### src/rtl/csr_indirect_pkg.sv
package csr_indirect_pkg;
  localparam int DATA_W    = 16;
  localparam int PTR_W     = 4;
  localparam int NUM_EVT   = 4;
  localparam int NUM_ERR   = 2;
  localparam int NUM_CFG   = 4;
  localparam int CFG_IDX_W = (NUM_CFG > 1) ? $clog2(NUM_CFG) : 1;

  localparam logic [PTR_W-1:0] CMD_ADDR  = PTR_W'(0);
  localparam logic [PTR_W-1:0] MASK_ADDR = PTR_W'(1);
  localparam logic [PTR_W-1:0] CFG_FIRST = PTR_W'(2);
  localparam logic [PTR_W-1:0] CFG_LAST  = PTR_W'(2 + NUM_CFG - 1);

  localparam int BIT_INIT    = 0;
  localparam int BIT_START   = 1;
  localparam int BIT_STOP    = 2;
  localparam int BIT_INTEN   = 3;
  localparam int BIT_ERRSUM  = 6;
  localparam int BIT_PEND    = 7;
  localparam int FLAG_LSB    = 8;

  typedef enum logic [1:0] {
    RD_NONE = 2'd0,
    RD_CMD  = 2'd1,
    RD_MASK = 2'd2,
    RD_CFG  = 2'd3
  } rdSel_e;

  typedef struct packed {
    logic                 cmdWr;
    logic                 maskWr;
    logic                 cfgWr;
    rdSel_e               rdSel;
    logic [CFG_IDX_W-1:0] cfgIdx;
  } hostStb_t;
endpackage

### src/rtl/csr_indirect_ctrl.sv
module csr_indirect_ctrl
  import csr_indirect_pkg::*;
(
  input  logic             clk,
  input  logic             rstN,
  input  logic             ptrWr,
  input  logic             dataWr,
  input  logic [PTR_W-1:0] ptrIn,
  input  logic             stopLevel,
  output hostStb_t         stb
);
  logic [PTR_W-1:0] ptrQ;
  logic [PTR_W-1:0] cfgOff;
  logic             cfgHit;

  always_ff @(posedge clk or negedge rstN) begin
    if (!rstN)      ptrQ <= CMD_ADDR;
    else if (ptrWr) ptrQ <= ptrIn;
  end

  assign cfgOff = ptrQ - CFG_FIRST;
  assign cfgHit = (ptrQ >= CFG_FIRST) && (ptrQ <= CFG_LAST);

  always_comb begin
    stb        = '0;
    stb.cfgIdx = cfgOff[CFG_IDX_W-1:0];
    if (ptrQ == CMD_ADDR) begin
      stb.rdSel = RD_CMD;
      stb.cmdWr = dataWr;
    end else if (ptrQ == MASK_ADDR) begin
      stb.rdSel  = RD_MASK;
      stb.maskWr = dataWr;
    end else if (cfgHit) begin
      stb.rdSel = RD_CFG;
      stb.cfgWr = dataWr && stopLevel;
    end else begin
      stb.rdSel = RD_NONE;
    end
  end

  AST_PTR_HOLD: assert property (@(posedge clk) disable iff (!rstN)
    !ptrWr |=> $stable(ptrQ));
  AST_ONE_TARGET: assert property (@(posedge clk) disable iff (!rstN)
    $countones({stb.cmdWr, stb.maskWr, stb.cfgWr}) <= 1);
endmodule

### src/rtl/csr_indirect_dp.sv
module csr_indirect_dp
  import csr_indirect_pkg::*;
(
  input  logic              clk,
  input  logic              rstN,
  input  hostStb_t          stb,
  input  logic [DATA_W-1:0] wdata,
  input  logic [NUM_EVT-1:0] evtPulse,
  output logic [DATA_W-1:0] rdata,
  output logic              initLevel,
  output logic              startLevel,
  output logic              stopLevel,
  output logic              errSummary,
  output logic              intReq
);
  logic                            stopQ, startQ, initQ, intEnQ, intReqQ;
  logic [NUM_EVT-1:0]              flagsQ, maskQ, clrMask, setMask, liveEvt;
  logic [NUM_CFG-1:0][DATA_W-1:0]  cfgQ;
  logic                            stopCmd, goCmd, anyLive;

  assign stopCmd = stb.cmdWr && wdata[BIT_STOP];
  assign goCmd   = stb.cmdWr && !wdata[BIT_STOP] && (wdata[BIT_START] || wdata[BIT_INIT]);
  assign clrMask = stb.cmdWr ? wdata[FLAG_LSB +: NUM_EVT] : '0;
  assign setMask = stopQ ? '0 : evtPulse;
  assign liveEvt = flagsQ & ~maskQ;
  assign anyLive = |liveEvt;

  always_ff @(posedge clk or negedge rstN) begin
    if (!rstN) begin
      stopQ   <= 1'b1;
      startQ  <= 1'b0;
      initQ   <= 1'b0;
      intEnQ  <= 1'b0;
      flagsQ  <= '0;
      maskQ   <= '0;
      intReqQ <= 1'b0;
    end else begin
      if (stopCmd) begin
        stopQ  <= 1'b1;
        startQ <= 1'b0;
        initQ  <= 1'b0;
        flagsQ <= '0;
      end else begin
        if (goCmd) begin
          stopQ  <= 1'b0;
          startQ <= startQ | wdata[BIT_START];
          initQ  <= initQ  | wdata[BIT_INIT];
        end
        flagsQ <= (flagsQ & ~clrMask) | setMask;
      end
      if (stb.cmdWr)  intEnQ <= wdata[BIT_INTEN];
      if (stb.maskWr) maskQ  <= wdata[NUM_EVT-1:0];
      intReqQ <= intEnQ && anyLive;
    end
  end

  for (genvar g = 0; g < NUM_CFG; g++) begin : gCfg
    always_ff @(posedge clk or negedge rstN) begin
      if (!rstN)
        cfgQ[g] <= '0;
      else if (stb.cfgWr && (stb.cfgIdx == CFG_IDX_W'(g)))
        cfgQ[g] <= wdata;
    end
  end

  always_comb begin
    rdata = '0;
    unique case (stb.rdSel)
      RD_CMD: begin
        rdata[BIT_INIT]               = initQ;
        rdata[BIT_START]              = startQ;
        rdata[BIT_STOP]               = stopQ;
        rdata[BIT_INTEN]              = intEnQ;
        rdata[BIT_ERRSUM]             = errSummary;
        rdata[BIT_PEND]               = anyLive;
        rdata[FLAG_LSB +: NUM_EVT]    = flagsQ;
      end
      RD_MASK: rdata[NUM_EVT-1:0] = maskQ;
      RD_CFG:  rdata = stopQ ? cfgQ[stb.cfgIdx] : '0;
      default: rdata = '0;
    endcase
  end

  assign errSummary = |flagsQ[NUM_ERR-1:0];
  assign initLevel  = initQ;
  assign startLevel = startQ;
  assign stopLevel  = stopQ;
  assign intReq     = intReqQ;

  AST_FLAG_W1C: assert property (@(posedge clk) disable iff (!rstN)
    !stb.cmdWr |=> ((flagsQ & $past(flagsQ)) == $past(flagsQ)));
  AST_STOP_CLEARS: assert property (@(posedge clk) disable iff (!rstN)
    stopCmd |=> (flagsQ == '0));
  AST_STOP_WINS: assert property (@(posedge clk) disable iff (!rstN)
    stopCmd |=> (stopQ && !startQ && !initQ));
  AST_STOP_EXCL: assert property (@(posedge clk) disable iff (!rstN)
    stopQ |-> !(startQ || initQ));
  AST_QUIET_STOPPED: assert property (@(posedge clk) disable iff (!rstN)
    (stopQ && !stb.cmdWr) |=> $stable(flagsQ));
  AST_CFG_GATE: assert property (@(posedge clk) disable iff (!rstN)
    stb.cfgWr |-> stopQ);
  AST_CFG_HOLD: assert property (@(posedge clk) disable iff (!rstN)
    !stb.cfgWr |=> $stable(cfgQ));
  AST_INT_LAG: assert property (@(posedge clk) disable iff (!rstN)
    $rose(intReqQ) |-> $past(intEnQ && anyLive));
endmodule

### src/rtl/csr_indirect_top.sv
module csr_indirect_top
  import csr_indirect_pkg::*;
(
  input  logic                clk,
  input  logic                rstN,
  input  logic                ptrWr,
  input  logic                dataWr,
  input  logic [DATA_W-1:0]   hostWdata,
  output logic [DATA_W-1:0]   hostRdata,
  input  logic [NUM_EVT-1:0]  evtPulse,
  output logic                initLevel,
  output logic                startLevel,
  output logic                stopLevel,
  output logic                errSummary,
  output logic                intReq
);
  hostStb_t stb;

  csr_indirect_ctrl uCtrl (
    .clk       (clk),
    .rstN      (rstN),
    .ptrWr     (ptrWr),
    .dataWr    (dataWr),
    .ptrIn     (hostWdata[PTR_W-1:0]),
    .stopLevel (stopLevel),
    .stb       (stb)
  );

  csr_indirect_dp uDp (
    .clk        (clk),
    .rstN       (rstN),
    .stb        (stb),
    .wdata      (hostWdata),
    .evtPulse   (evtPulse),
    .rdata      (hostRdata),
    .initLevel  (initLevel),
    .startLevel (startLevel),
    .stopLevel  (stopLevel),
    .errSummary (errSummary),
    .intReq     (intReq)
  );
endmodule

### config.mk
export PLATFORM = sky130hd
export DESIGN_NAME = csr_indirect_top
export DESIGN_NICKNAME = d
export VERILOG_FILES = /design/src/rtl/csr_indirect_pkg.sv /design/src/rtl/csr_indirect_ctrl.sv /design/src/rtl/csr_indirect_dp.sv /design/src/rtl/csr_indirect_top.sv
export SDC_FILE = /design/constraint.sdc
export NUM_CORES = 1
export LEC_CHECK = 0
export ABC_AREA = 1
export BUFFER_PORTS_ARGS = -buffer_cell sky130_fd_sc_hd__buf_2
export CAP_MARGIN = 40
export CORE_ASPECT_RATIO = 0.9
export CORE_MARGIN = 1
export CORE_UTILIZATION = 50
export DETAILED_ROUTE_END_ITERATION = 8
export PLACE_DENSITY = 0.7
export SYNTH_ARGS = -nofsm -noshare
export SYNTH_HDL_FRONTEND = slang
export SYNTH_HIERARCHICAL = 1
export SYNTH_SLANG_ARGS = --single-unit
### constraint.sdc
create_clock -name clk -period 5.4 [get_ports clk]
set_clock_uncertainty 0.2 [all_clocks]
set_input_delay 0.54 -clock clk [delete_from_list [all_inputs] [get_ports clk]]
set_output_delay 0.54 -clock clk [all_outputs]
set_load 0.02 [all_outputs]
Yosys cells after proc, flatten, opt, wreduce, memory -nomap -nowiden
Cells that the tools add are included.
Widths: inputs -> output; s select.
{"block": "classes", "addsub": 1, "order_cmp": 3, "n_eq_ne": 7, "mux": 24, "bitwise": 7, "reduce_logical": 17}
{"cell": "$bmux 16 s2", "count": 1}
{"cell": "$mux 16", "count": 2}
{"cell": "$mux 4", "count": 4}
{"cell": "$pmux 4 s3", "count": 1}
{"cell": "$pmux 6 s2", "count": 1}
{"cell": "$logic_and 1x1->1", "count": 10}
{"cell": "$mux 1", "count": 10}
{"cell": "$mux 2", "count": 5}
{"cell": "$and 4x4->4", "count": 2}
{"cell": "$eq 2x2->1 const B", "count": 4}
{"cell": "$not 4->4", "count": 2}
{"cell": "$eq 2x1->1 const B", "count": 2}
{"cell": "$eq 4x1->1 const B", "count": 1}
{"cell": "$ge 4x2->1 const B", "count": 1}
{"cell": "$le 4x3->1 const B", "count": 1}
{"cell": "$logic_not 4->1", "count": 1}
{"cell": "$or 4x4->4", "count": 1}
{"cell": "$reduce_or 4->1", "count": 1}
{"cell": "$lt 2x3->1 const B", "count": 1}
{"cell": "$logic_not 2->1", "count": 1}
{"cell": "$or 1x1->1", "count": 2}
{"cell": "$reduce_bool 2->1", "count": 1}
{"cell": "$reduce_or 2->1", "count": 1}
{"cell": "$sub 2x2->2 const B", "count": 1}
{"cell": "other kinds (2)", "count": 2}
{"block": "totals", "regBits": 81, "in_bits": 24, "output_inout_bits": 21, "word_cells": 71}

Logic depth before layout (Yosys ltp)
Gate-level depths: netlist of the first run.
{"block": "logic_depth", "depth_word": 7, "ltp_mapped": 11, "ltp_nobuf": 11}

Cells and area by module
The synthesis of the first run kept the hierarchy.
{"mod": "csr_indirect_dp", "n_inst": 1, "cells_each": 431, "area_each_um2": 3618.5, "seq_area_each_um2": 1928.1}
{"mod": "csr_indirect_ctrl", "n_inst": 1, "cells_each": 36, "area_each_um2": 244.0, "seq_area_each_um2": 100.1}

Worst setup path before layout of the first run
Ideal clock, no wire load.
{"block": "synth_path", "kind": "reg2out", "start": "register uCtrl.ptrQ[1]", "end": "output port hostRdata[4]", "t_arrival_ns": 1.547, "required_ns": 4.660, "slack_ns": 3.113, "path_stages_with_launch": 8, "path_buffers": 1, "path_cell_list": "dfrtp_1 > a21oi_1 > nand2_1 > inv_1 > inv_1 > nor3_1 > buf_4 > and2_1"}
{"item": "start, declared", "line_no": "csr_indirect_ctrl.sv:12", "rtl": "logic [PTR_W-1:0] ptrQ;"}
{"item": "start signal, assigned", "line_no": "csr_indirect_ctrl.sv:18", "rtl": "else if (ptrWr) ptrQ <= ptrIn;"}
{"item": "end, declared", "line_no": "csr_indirect_top.sv:9", "rtl": "output logic [DATA_W-1:0] hostRdata,"}

==> results of run 1 <==
-- power breakdown --
part	switching, mW	internal [mW]
clock network	0.213	0.223
registers	0.135	0.844
logic	0.309	0.204
-- cell type report --
cell class / instances / area, µm²
clock buffer: 10 / 138
clock inverter: 6 / 57.6
fill: 688 / 3220
inverter: 44 / 165
multi-input combinational: 324 / 1510
sequential: 81 / 2030
tap: 96 / 120
timing repair buffer: 47 / 268
-- kinds of logic (layout without fill, tap and decap cells) --
family / count (synthesis) / count (layout) / synth area share
AOI/OAI and AO/OA: 90 / 90 / 0.133
buffers and inverters: 62 / 107 / 0.0845
DFF: 81 / 81 / 0.525
and+or+nand+nor: 234 / 234 / 0.257
-- worst max-delay path, cell delays in order (launching register included) --
cell	delay, ps
sky130_fd_sc_hd__dfrtp_1	610
sky130_fd_sc_hd__nor2_1	110
sky130_fd_sc_hd__nand2_2	100
sky130_fd_sc_hd__nand2_1	60
sky130_fd_sc_hd__inv_1	130
sky130_fd_sc_hd__inv_1	80
sky130_fd_sc_hd__nor3_1	190
sky130_fd_sc_hd__buf_4	260
sky130_fd_sc_hd__nand2_1	120
sky130_fd_sc_hd__nand2_1	80
sky130_fd_sc_hd__buf_2	160
-- placed cells by master, fill, tap and decap left out, types with 2 or more instances in the layout --
master and n:
sky130_fd_sc_hd__nand2_1 186, sky130_fd_sc_hd__dfrtp_1 80, sky130_fd_sc_hd__buf_2 43, sky130_fd_sc_hd__o21ai_0 43, sky130_fd_sc_hd__inv_1 39, sky130_fd_sc_hd__o21ai_1 22
sky130_fd_sc_hd__o21ai_2 16, sky130_fd_sc_hd__nand4_1 14, sky130_fd_sc_hd__clkbuf_8 10, sky130_fd_sc_hd__nor2_1 10, sky130_fd_sc_hd__a21oi_1 7, sky130_fd_sc_hd__nand3_1 7
sky130_fd_sc_hd__and2_1 6, sky130_fd_sc_hd__clkinv_2 4, sky130_fd_sc_hd__inv_2 4, sky130_fd_sc_hd__nor2_4 4, sky130_fd_sc_hd__nand2_2 3, sky130_fd_sc_hd__buf_4 2
sky130_fd_sc_hd__nand2_4 2
-- cells in the mapped netlist (all sizes together) --
library cell	count	share of area
a21oi	7	0.0091
and2	6	0.0097
buf	16	0.037
clkbuf	2	0.0045
clkinv	1	0.00097
dfrtp	80	0.52
dfstp	1	0.0068
inv	43	0.042
nand2	191	0.19
nand3	7	0.0091
nand4	14	0.023
nor2	14	0.021
nor3	1	0.0013
o21ai	81	0.12
o22ai	1	0.0016
o31ai	1	0.0019
or2	1	0.0016
-- stage by stage --
step / power, mW / worst slack, ps / hold WS (ps) / area [µm²] / utilization
detailed placement: 1.50 / 2820 / 251 / 4080 / 0.543
floorplan: 1.35 / 3110 / 44.4 / 3860 / -
global route: 2.08 / 2190 / 228 / 4280 / 0.571
CTS: 1.94 / 2420 / 224 / 4280 / 0.571
global placement: 1.47 / 2840 / 266 / 4050 / 0.540
finish: 1.93 / 2420 / 233 / 4280 / 0.571
-- final timing paths --
path | end | cells after the start
min in group asynchronous | uCtrl/ptrQ[2] | 2
hold reg to reg | uDp/cfgQ[12] | 2
setup reg to reg | uDp/cfgQ[10] | 6
hold / removal | uDp/flagsQ[3] | 3
setup / recovery | hostRdata[1] | 10
max in group asynchronous | uDp/stopLevel | 3
-- registers in the layout (all words and copies together) (netlist names) --
| register | count |
|---|---|
| uCtrl/ptrQ | 4 |
| uDp/startLevel | 1 |
| uDp/initLevel | 1 |
| uDp/cfgQ | 64 |
| uDp/intReq | 1 |
| uDp/stopLevel | 1 |
| uDp/flagsQ | 4 |
| uDp/maskQ | 4 |
| uDp/intEnQ | 1 |
-- routing by layer --
metal | vias to the layer above | share of wire | wire, µm
li1 | 1561 | - | -
met3 | 15 | 0.055 | 460
met4 | 0 | 0.017 | 144
met5 | - | 0 | 0
met1 | 1401 | 0.47 | 3930
met2 | 78 | 0.46 | 3830
==> run_summary.xml, run 1 <==
<?xml version="1.0" encoding="UTF-8"?>
<metrics>
  <group name="outcome">
    <metric name="outcome" unit="">completed</metric>
  </group>
  <group name="global_route">
    <metric name="grt-ovfl-total" unit="">0</metric>
    <metric name="globalRouteMet3Util" unit="">0.0475</metric>
    <metric name="grt_use_met2" unit="">0.354</metric>
    <metric name="grt_start_max_net_pins" unit="">62</metric>
    <metric name="initial_antenna_violation_count" unit="">0</metric>
    <metric name="grt_pass1_vias" unit="">2971</metric>
    <metric name="busiest_grt_layer" unit="">met2</metric>
    <metric name="gr-usage-all-layers" unit="">0.234</metric>
    <metric name="groute.layer.met1.usage" unit="">0.327</metric>
    <metric name="grt_first_pass_wirelength" unit="mm">14.2</metric>
  </group>
  <group name="floorplan">
    <metric name="die-height" unit="µm">85.4</metric>
    <metric name="placement_rows" unit="">30</metric>
    <metric name="design.core.area" unit="µm²">7510</metric>
    <metric name="die_x" unit="µm">94.6</metric>
    <metric name="ios" unit="">45</metric>
    <metric name="die_area" unit="µm²">8080</metric>
    <metric name="floorplan.initialDensity" unit="">0.514</metric>
  </group>
  <group name="cells_and_area">
    <metric name="synthToLayoutAreaGrowth" unit="%">10.9</metric>
    <metric name="antennaDiodeCount" unit="">0</metric>
    <metric name="final_nets" unit="">531</metric>
    <metric name="post_route_cells_drive_above_1_share" unit="">0.182</metric>
    <metric name="layout.cells.non_filler" unit="">608</metric>
  </group>
  <group name="placed_design">
    <metric name="dp_cells" unit="">591</metric>
    <metric name="routabilityCongestion" unit="">0.807</metric>
    <metric name="port-buffer-count" unit="">44</metric>
    <metric name="dp_hpwl" unit="mm">5.50</metric>
  </group>
  <group name="clocking">
    <metric name="clock_latency" unit="ps">350</metric>
    <metric name="clkSinkCount" unit="">81</metric>
    <metric name="clock_tree.root_cell" unit="">sky130_fd_sc_hd__clkbuf_8</metric>
    <metric name="clk_pin_slew" unit="ps">80</metric>
    <metric name="level_count_of_the_clock_h_tree" unit="">3</metric>
    <metric name="buffers_from_clock_root_to_sink_at_most" unit="">2</metric>
    <metric name="holdBufCountCts" unit="">1</metric>
    <metric name="post_cts_setup_buffers" unit="">0</metric>
    <metric name="cts_made_buffers" unit="">9</metric>
    <metric name="cts_tree" unit="">done</metric>
    <metric name="post_cts_gate_resize_count" unit="">0</metric>
  </group>
  <group name="sta">
    <metric name="setup_viol_count_final" unit="">0</metric>
    <metric name="hold_viol_final" unit="">0</metric>
    <metric name="max_slew.worst_pin.slew" unit="ps">877</metric>
    <metric name="slew_violations" unit="">0</metric>
    <metric name="finalSetupTns" unit="ps">0</metric>
    <metric name="max_freq" unit="MHz">335</metric>
    <metric name="maxSlewHeadroom" unit="">0.414</metric>
    <metric name="final.period_utilization" unit="">0.552</metric>
    <metric name="final.min_clock_period" unit="ps">2980</metric>
    <metric name="rsz0062_at_grt" unit="">false</metric>
  </group>
  <group name="run">
    <metric name="cap_viol_max_count" unit="">0</metric>
  </group>
  <group name="drt">
    <metric name="drt.antenna.violating_nets" unit="">0</metric>
    <metric name="detailroute.via_count" unit="">3055</metric>
    <metric name="drc_errors" unit="">0</metric>
    <metric name="routed_wl" unit="mm">8.37</metric>
    <metric name="avgViaCountPerCell" unit="">5.02</metric>
    <metric name="post_detailed_route_wirelength_per_cell" unit="µm">13.8</metric>
    <metric name="detail_route.iter0.violations" unit="">258</metric>
    <metric name="drt-pass1-iter-count" unit="">5</metric>
  </group>
  <group name="synth">
    <metric name="sequential_cell_area_fraction_in_the_yosys_report" unit="">0.525</metric>
    <metric name="postSynthCellCount" unit="">467</metric>
    <metric name="postSynthAreaPerCell" unit="µm²">8.27</metric>
    <metric name="yosys_register_bits" unit="">81</metric>
    <metric name="synthDistinctLibCells" unit="">26</metric>
    <metric name="ys_warn_count" unit="">6</metric>
    <metric name="syn_nets" unit="">491</metric>
    <metric name="post_synth_instance_area" unit="µm²">3860</metric>
  </group>
  <group name="critical_path">
    <metric name="cp_startpoint_kind" unit="">flip-flop</metric>
    <metric name="critPathMaxFanout" unit="">15</metric>
    <metric name="endpoint_kind" unit="">primary output</metric>
    <metric name="reg2reg_slack" unit="ps">2910</metric>
    <metric name="criticalPathCategory" unit="">reg2out</metric>
    <metric name="cp_data_arrival_time" unit="ps">2240</metric>
    <metric name="critPathRequiredTime" unit="ps">4660</metric>
    <metric name="critical_path.reg2reg.startpoint" unit="">uDp/stopLevel</metric>
    <metric name="critical_path.startpoint" unit="">uCtrl/ptrQ[0]</metric>
  </group>
  <group name="worst_hold_path">
    <metric name="hold_start" unit="">evtPulse[3]</metric>
    <metric name="worst_hold_path_type" unit="">in2reg</metric>
  </group>
  <group name="power_and_ir_drop">
    <metric name="leakage" unit="nW">2.23</metric>
    <metric name="irDropWorstVdd" unit="mV">0.199</metric>
    <metric name="power.density" unit="nW/µm²">450</metric>
  </group>
</metrics>
Power figures use the tool's default switching activity.
==> inputs of run 2 (changes only) <==
==> constraint.sdc (replaced) <==
create_clock -name clk -period 2.95 [get_ports clk]
set_clock_uncertainty 0.2 [all_clocks]
set_input_delay 0.295 -clock clk [delete_from_list [all_inputs] [get_ports clk]]
set_output_delay 0.295 -clock clk [all_outputs]
set_load 0.02 [all_outputs]
==> run_summary.xml, run 2 (same netlist as run 1, synthesis figures left out) <==
<?xml version="1.0" encoding="UTF-8"?>
<metrics>
  <group name="drt">
    <metric name="detail_route.iter0.violations" unit="">248</metric>
    <metric name="detailroute.via_count" unit="">3100</metric>
    <metric name="drt.antenna.violating_nets" unit="">0</metric>
    <metric name="drc_errors" unit="">0</metric>
    <metric name="post_detailed_route_wirelength_per_cell" unit="µm">13.7</metric>
    <metric name="avgViaCountPerCell" unit="">5.06</metric>
    <metric name="drt-pass1-iter-count" unit="">5</metric>
    <metric name="routed_wl" unit="mm">8.38</metric>
  </group>
  <group name="global_route">
    <metric name="gr-usage-all-layers" unit="">0.233</metric>
    <metric name="grt_first_pass_wirelength" unit="mm">14.3</metric>
    <metric name="grt_pass1_vias" unit="">3025</metric>
    <metric name="grt-ovfl-total" unit="">0</metric>
    <metric name="initial_antenna_violation_count" unit="">0</metric>
    <metric name="grt_start_max_net_pins" unit="">64</metric>
  </group>
  <group name="worst_hold_path">
    <metric name="worst_hold_path_type" unit="">in2reg</metric>
  </group>
  <group name="critical_path">
    <metric name="cp_data_arrival_time" unit="ps">2200</metric>
    <metric name="endpoint_kind" unit="">primary output</metric>
    <metric name="critPathMaxFanout" unit="">10</metric>
    <metric name="critPathRequiredTime" unit="ps">2460</metric>
    <metric name="criticalPathCategory" unit="">reg2out</metric>
    <metric name="cp_startpoint_kind" unit="">flip-flop</metric>
  </group>
  <group name="cells_and_area">
    <metric name="post_route_cells_drive_above_1_share" unit="">0.172</metric>
    <metric name="antennaDiodeCount" unit="">0</metric>
    <metric name="largest_register" unit="">uDp/cfgQ</metric>
    <metric name="final_nets" unit="">536</metric>
    <metric name="layout_commonest_cell" unit="">sky130_fd_sc_hd__nand2_1</metric>
    <metric name="final_core_utilization" unit="">0.571</metric>
    <metric name="synthToLayoutAreaGrowth" unit="%">11.0</metric>
    <metric name="fillCellCount" unit="">715</metric>
    <metric name="layout_common_cells" unit="">sky130_fd_sc_hd__nand2_1 (186), sky130_fd_sc_hd__dfrtp_1 (80), sky130_fd_sc_hd__buf_2 (43), sky130_fd_sc_hd__o21ai_0 (43), sky130_fd_sc_hd__inv_1 (39)</metric>
    <metric name="largest_register_ffs" unit="">64</metric>
  </group>
  <group name="clocking">
    <metric name="cts_tree" unit="">done</metric>
    <metric name="clk_pin_slew" unit="ps">70</metric>
    <metric name="post_cts_gate_resize_count" unit="">0</metric>
    <metric name="cts_made_buffers" unit="">9</metric>
    <metric name="buffers_from_clock_root_to_sink_at_most" unit="">2</metric>
    <metric name="clock_latency" unit="ps">340</metric>
    <metric name="level_count_of_the_clock_h_tree" unit="">3</metric>
    <metric name="clock_tree.root_cell" unit="">sky130_fd_sc_hd__clkbuf_8</metric>
    <metric name="clkSinkCount" unit="">81</metric>
  </group>
  <group name="power_and_ir_drop">
    <metric name="power.density" unit="nW/µm²">796</metric>
    <metric name="power.sequential.fraction" unit="">0.525</metric>
    <metric name="switchingPower" unit="mW">1.18</metric>
    <metric name="leakage" unit="nW">2.23</metric>
    <metric name="pwr-share-clk" unit="">0.198</metric>
    <metric name="p_int" unit="mW">2.23</metric>
    <metric name="power_frac_comb" unit="">0.277</metric>
    <metric name="irDropWorstVdd" unit="mV">0.345</metric>
    <metric name="netSwitchingFraction" unit="">0.347</metric>
  </group>
  <group name="floorplan">
    <metric name="placement_rows" unit="">30</metric>
    <metric name="design.core.area" unit="µm²">7510</metric>
    <metric name="floorplan.initialDensity" unit="">0.514</metric>
    <metric name="die-height" unit="µm">85.4</metric>
    <metric name="ios" unit="">45</metric>
    <metric name="die_area" unit="µm²">8080</metric>
    <metric name="die_x" unit="µm">94.6</metric>
  </group>
  <group name="sta">
    <metric name="setup_viol_count_final" unit="">0</metric>
    <metric name="slew_violations" unit="">0</metric>
    <metric name="rsz0062_at_grt" unit="">false</metric>
    <metric name="max_freq" unit="MHz">371</metric>
    <metric name="hold_viol_final" unit="">0</metric>
    <metric name="finalSetupTns" unit="ps">0</metric>
    <metric name="maxSlewHeadroom" unit="">0.594</metric>
    <metric name="max_slew.worst_pin.slew" unit="ps">607</metric>
    <metric name="final.period_utilization" unit="">0.914</metric>
    <metric name="final.min_clock_period" unit="ps">2700</metric>
  </group>
  <group name="placed_design">
    <metric name="routabilityCongestion" unit="">0.818</metric>
    <metric name="port-buffer-count" unit="">44</metric>
    <metric name="dp_hpwl" unit="mm">5.47</metric>
  </group>
  <group name="outcome">
    <metric name="outcome" unit="">completed</metric>
  </group>
  <group name="run">
    <metric name="cap_viol_max_count" unit="">0</metric>
  </group>
</metrics>
run 2: cell count changes in the layout (fill, tap and decap cells not counted):
cell,change
sky130_fd_sc_hd__clkinvlp_4,-1
sky130_fd_sc_hd__bufinv_16,-1
sky130_fd_sc_hd__dlygate4sd3_1,+4
sky130_fd_sc_hd__clkinv_2,-2
sky130_fd_sc_hd__clkbuf_1,+5
sky130_fd_sc_hd__buf_4,+1
sky130_fd_sc_hd__clkbuf_8,-1
run 2: area by class of cell:
| type | instances | area [µm²] | share of cell area |
|---|---|---|---|
| Sequential cell | 81 | 2030 | 0.473 |
| Multi-Input combinational cell | 324 | 1510 | 0.352 |
| Timing Repair Buffer | 52 | 315 | 0.0735 |
| Inverter | 44 | 165 | 0.0385 |
| Clock buffer | 14 | 143 | 0.0333 |
| Tap cell | 96 | 120 | 0.0280 |
| Clock inverter | 2 | 10.0 | 0.00233 |
run 2: critical path: stages (launching register included):
cell                       delay [ps]
sky130_fd_sc_hd__dfrtp_1          610
sky130_fd_sc_hd__nor2_1           110
sky130_fd_sc_hd__nand2_2          100
sky130_fd_sc_hd__nand2_1           60
sky130_fd_sc_hd__inv_1            140
sky130_fd_sc_hd__inv_1             80
sky130_fd_sc_hd__nand2_1           90
sky130_fd_sc_hd__clkinv_1         240
sky130_fd_sc_hd__nand2_1          120
sky130_fd_sc_hd__o21ai_0           80
sky130_fd_sc_hd__inv_1             50
sky130_fd_sc_hd__nand2_1           40
sky130_fd_sc_hd__buf_2            150
run 2: metrics by stage:
| step | power, mW | hold WS (ps) | worst slack, ps | area [µm²] | instances |
|---|---|---|---|---|---|
| 2_1_floorplan | 2.48 | -201 | 908 | 3860 | 467 |
| 3_3_place_gp | 2.70 | 266 | 688 | 4060 | 591 |
| 3_5_place_dp | 2.76 | -4.26 | 639 | 4090 | 592 |
| 4_1_cts | 3.43 | 1.00 | 257 | 4280 | 612 |
| 5_1_grt | 3.68 | 14.0 | 33.7 | 4290 | 613 |
| 6_report | 3.41 | 7.79 | 253 | 4290 | 613 |
run 2: metal layers:
| layer | vias up | track usage | wire, µm |
|---|---|---|---|
| li1 | 1573 | - | - |
| met5 | - | 0 | 0 |
| met2 | 58 | 0.373 | 3980 |
| met4 | 0 | 0.0758 | 99 |
| met1 | 1458 | 0.329 | 4000 |
| met3 | 11 | 0.0314 | 300 |
run 2: worst paths after layout:
path	start	end	slack (ps)	depth (start not counted)
min reg2reg	uDp/cfgQ[20]	uDp/cfgQ[20]	290	2
max reg2reg	uDp/stopLevel	uDp/cfgQ[58]	740	7
max	uCtrl/ptrQ[0]	hostRdata[1]	250	12
max in group asynchronous	rstN	uDp/flagsQ[1]	1790	3
min	evtPulse[0]	uDp/flagsQ[0]	8	3
min in group asynchronous	rstN	uCtrl/ptrQ[2]	160	2
run 2: what timing repair did:
| item | 4_1_cts | 5_1_grt |
|---|---|---|
| setup buffers | 0 | 0 |
| hold buffers | 4 | 1 |
| hold endpoints to repair | 83 | 1 |
run 2: power groups by stage:
stage          sequential (mW)  clock [mW]  combinational, mW
3_3_place_gp              1.79           0              0.910
2_1_floorplan             1.77           0              0.711
3_5_place_dp              1.81           0              0.950
6_report                  1.79       0.675              0.946
5_1_grt                   1.84       0.737               1.10
4_1_cts                   1.79       0.689              0.956
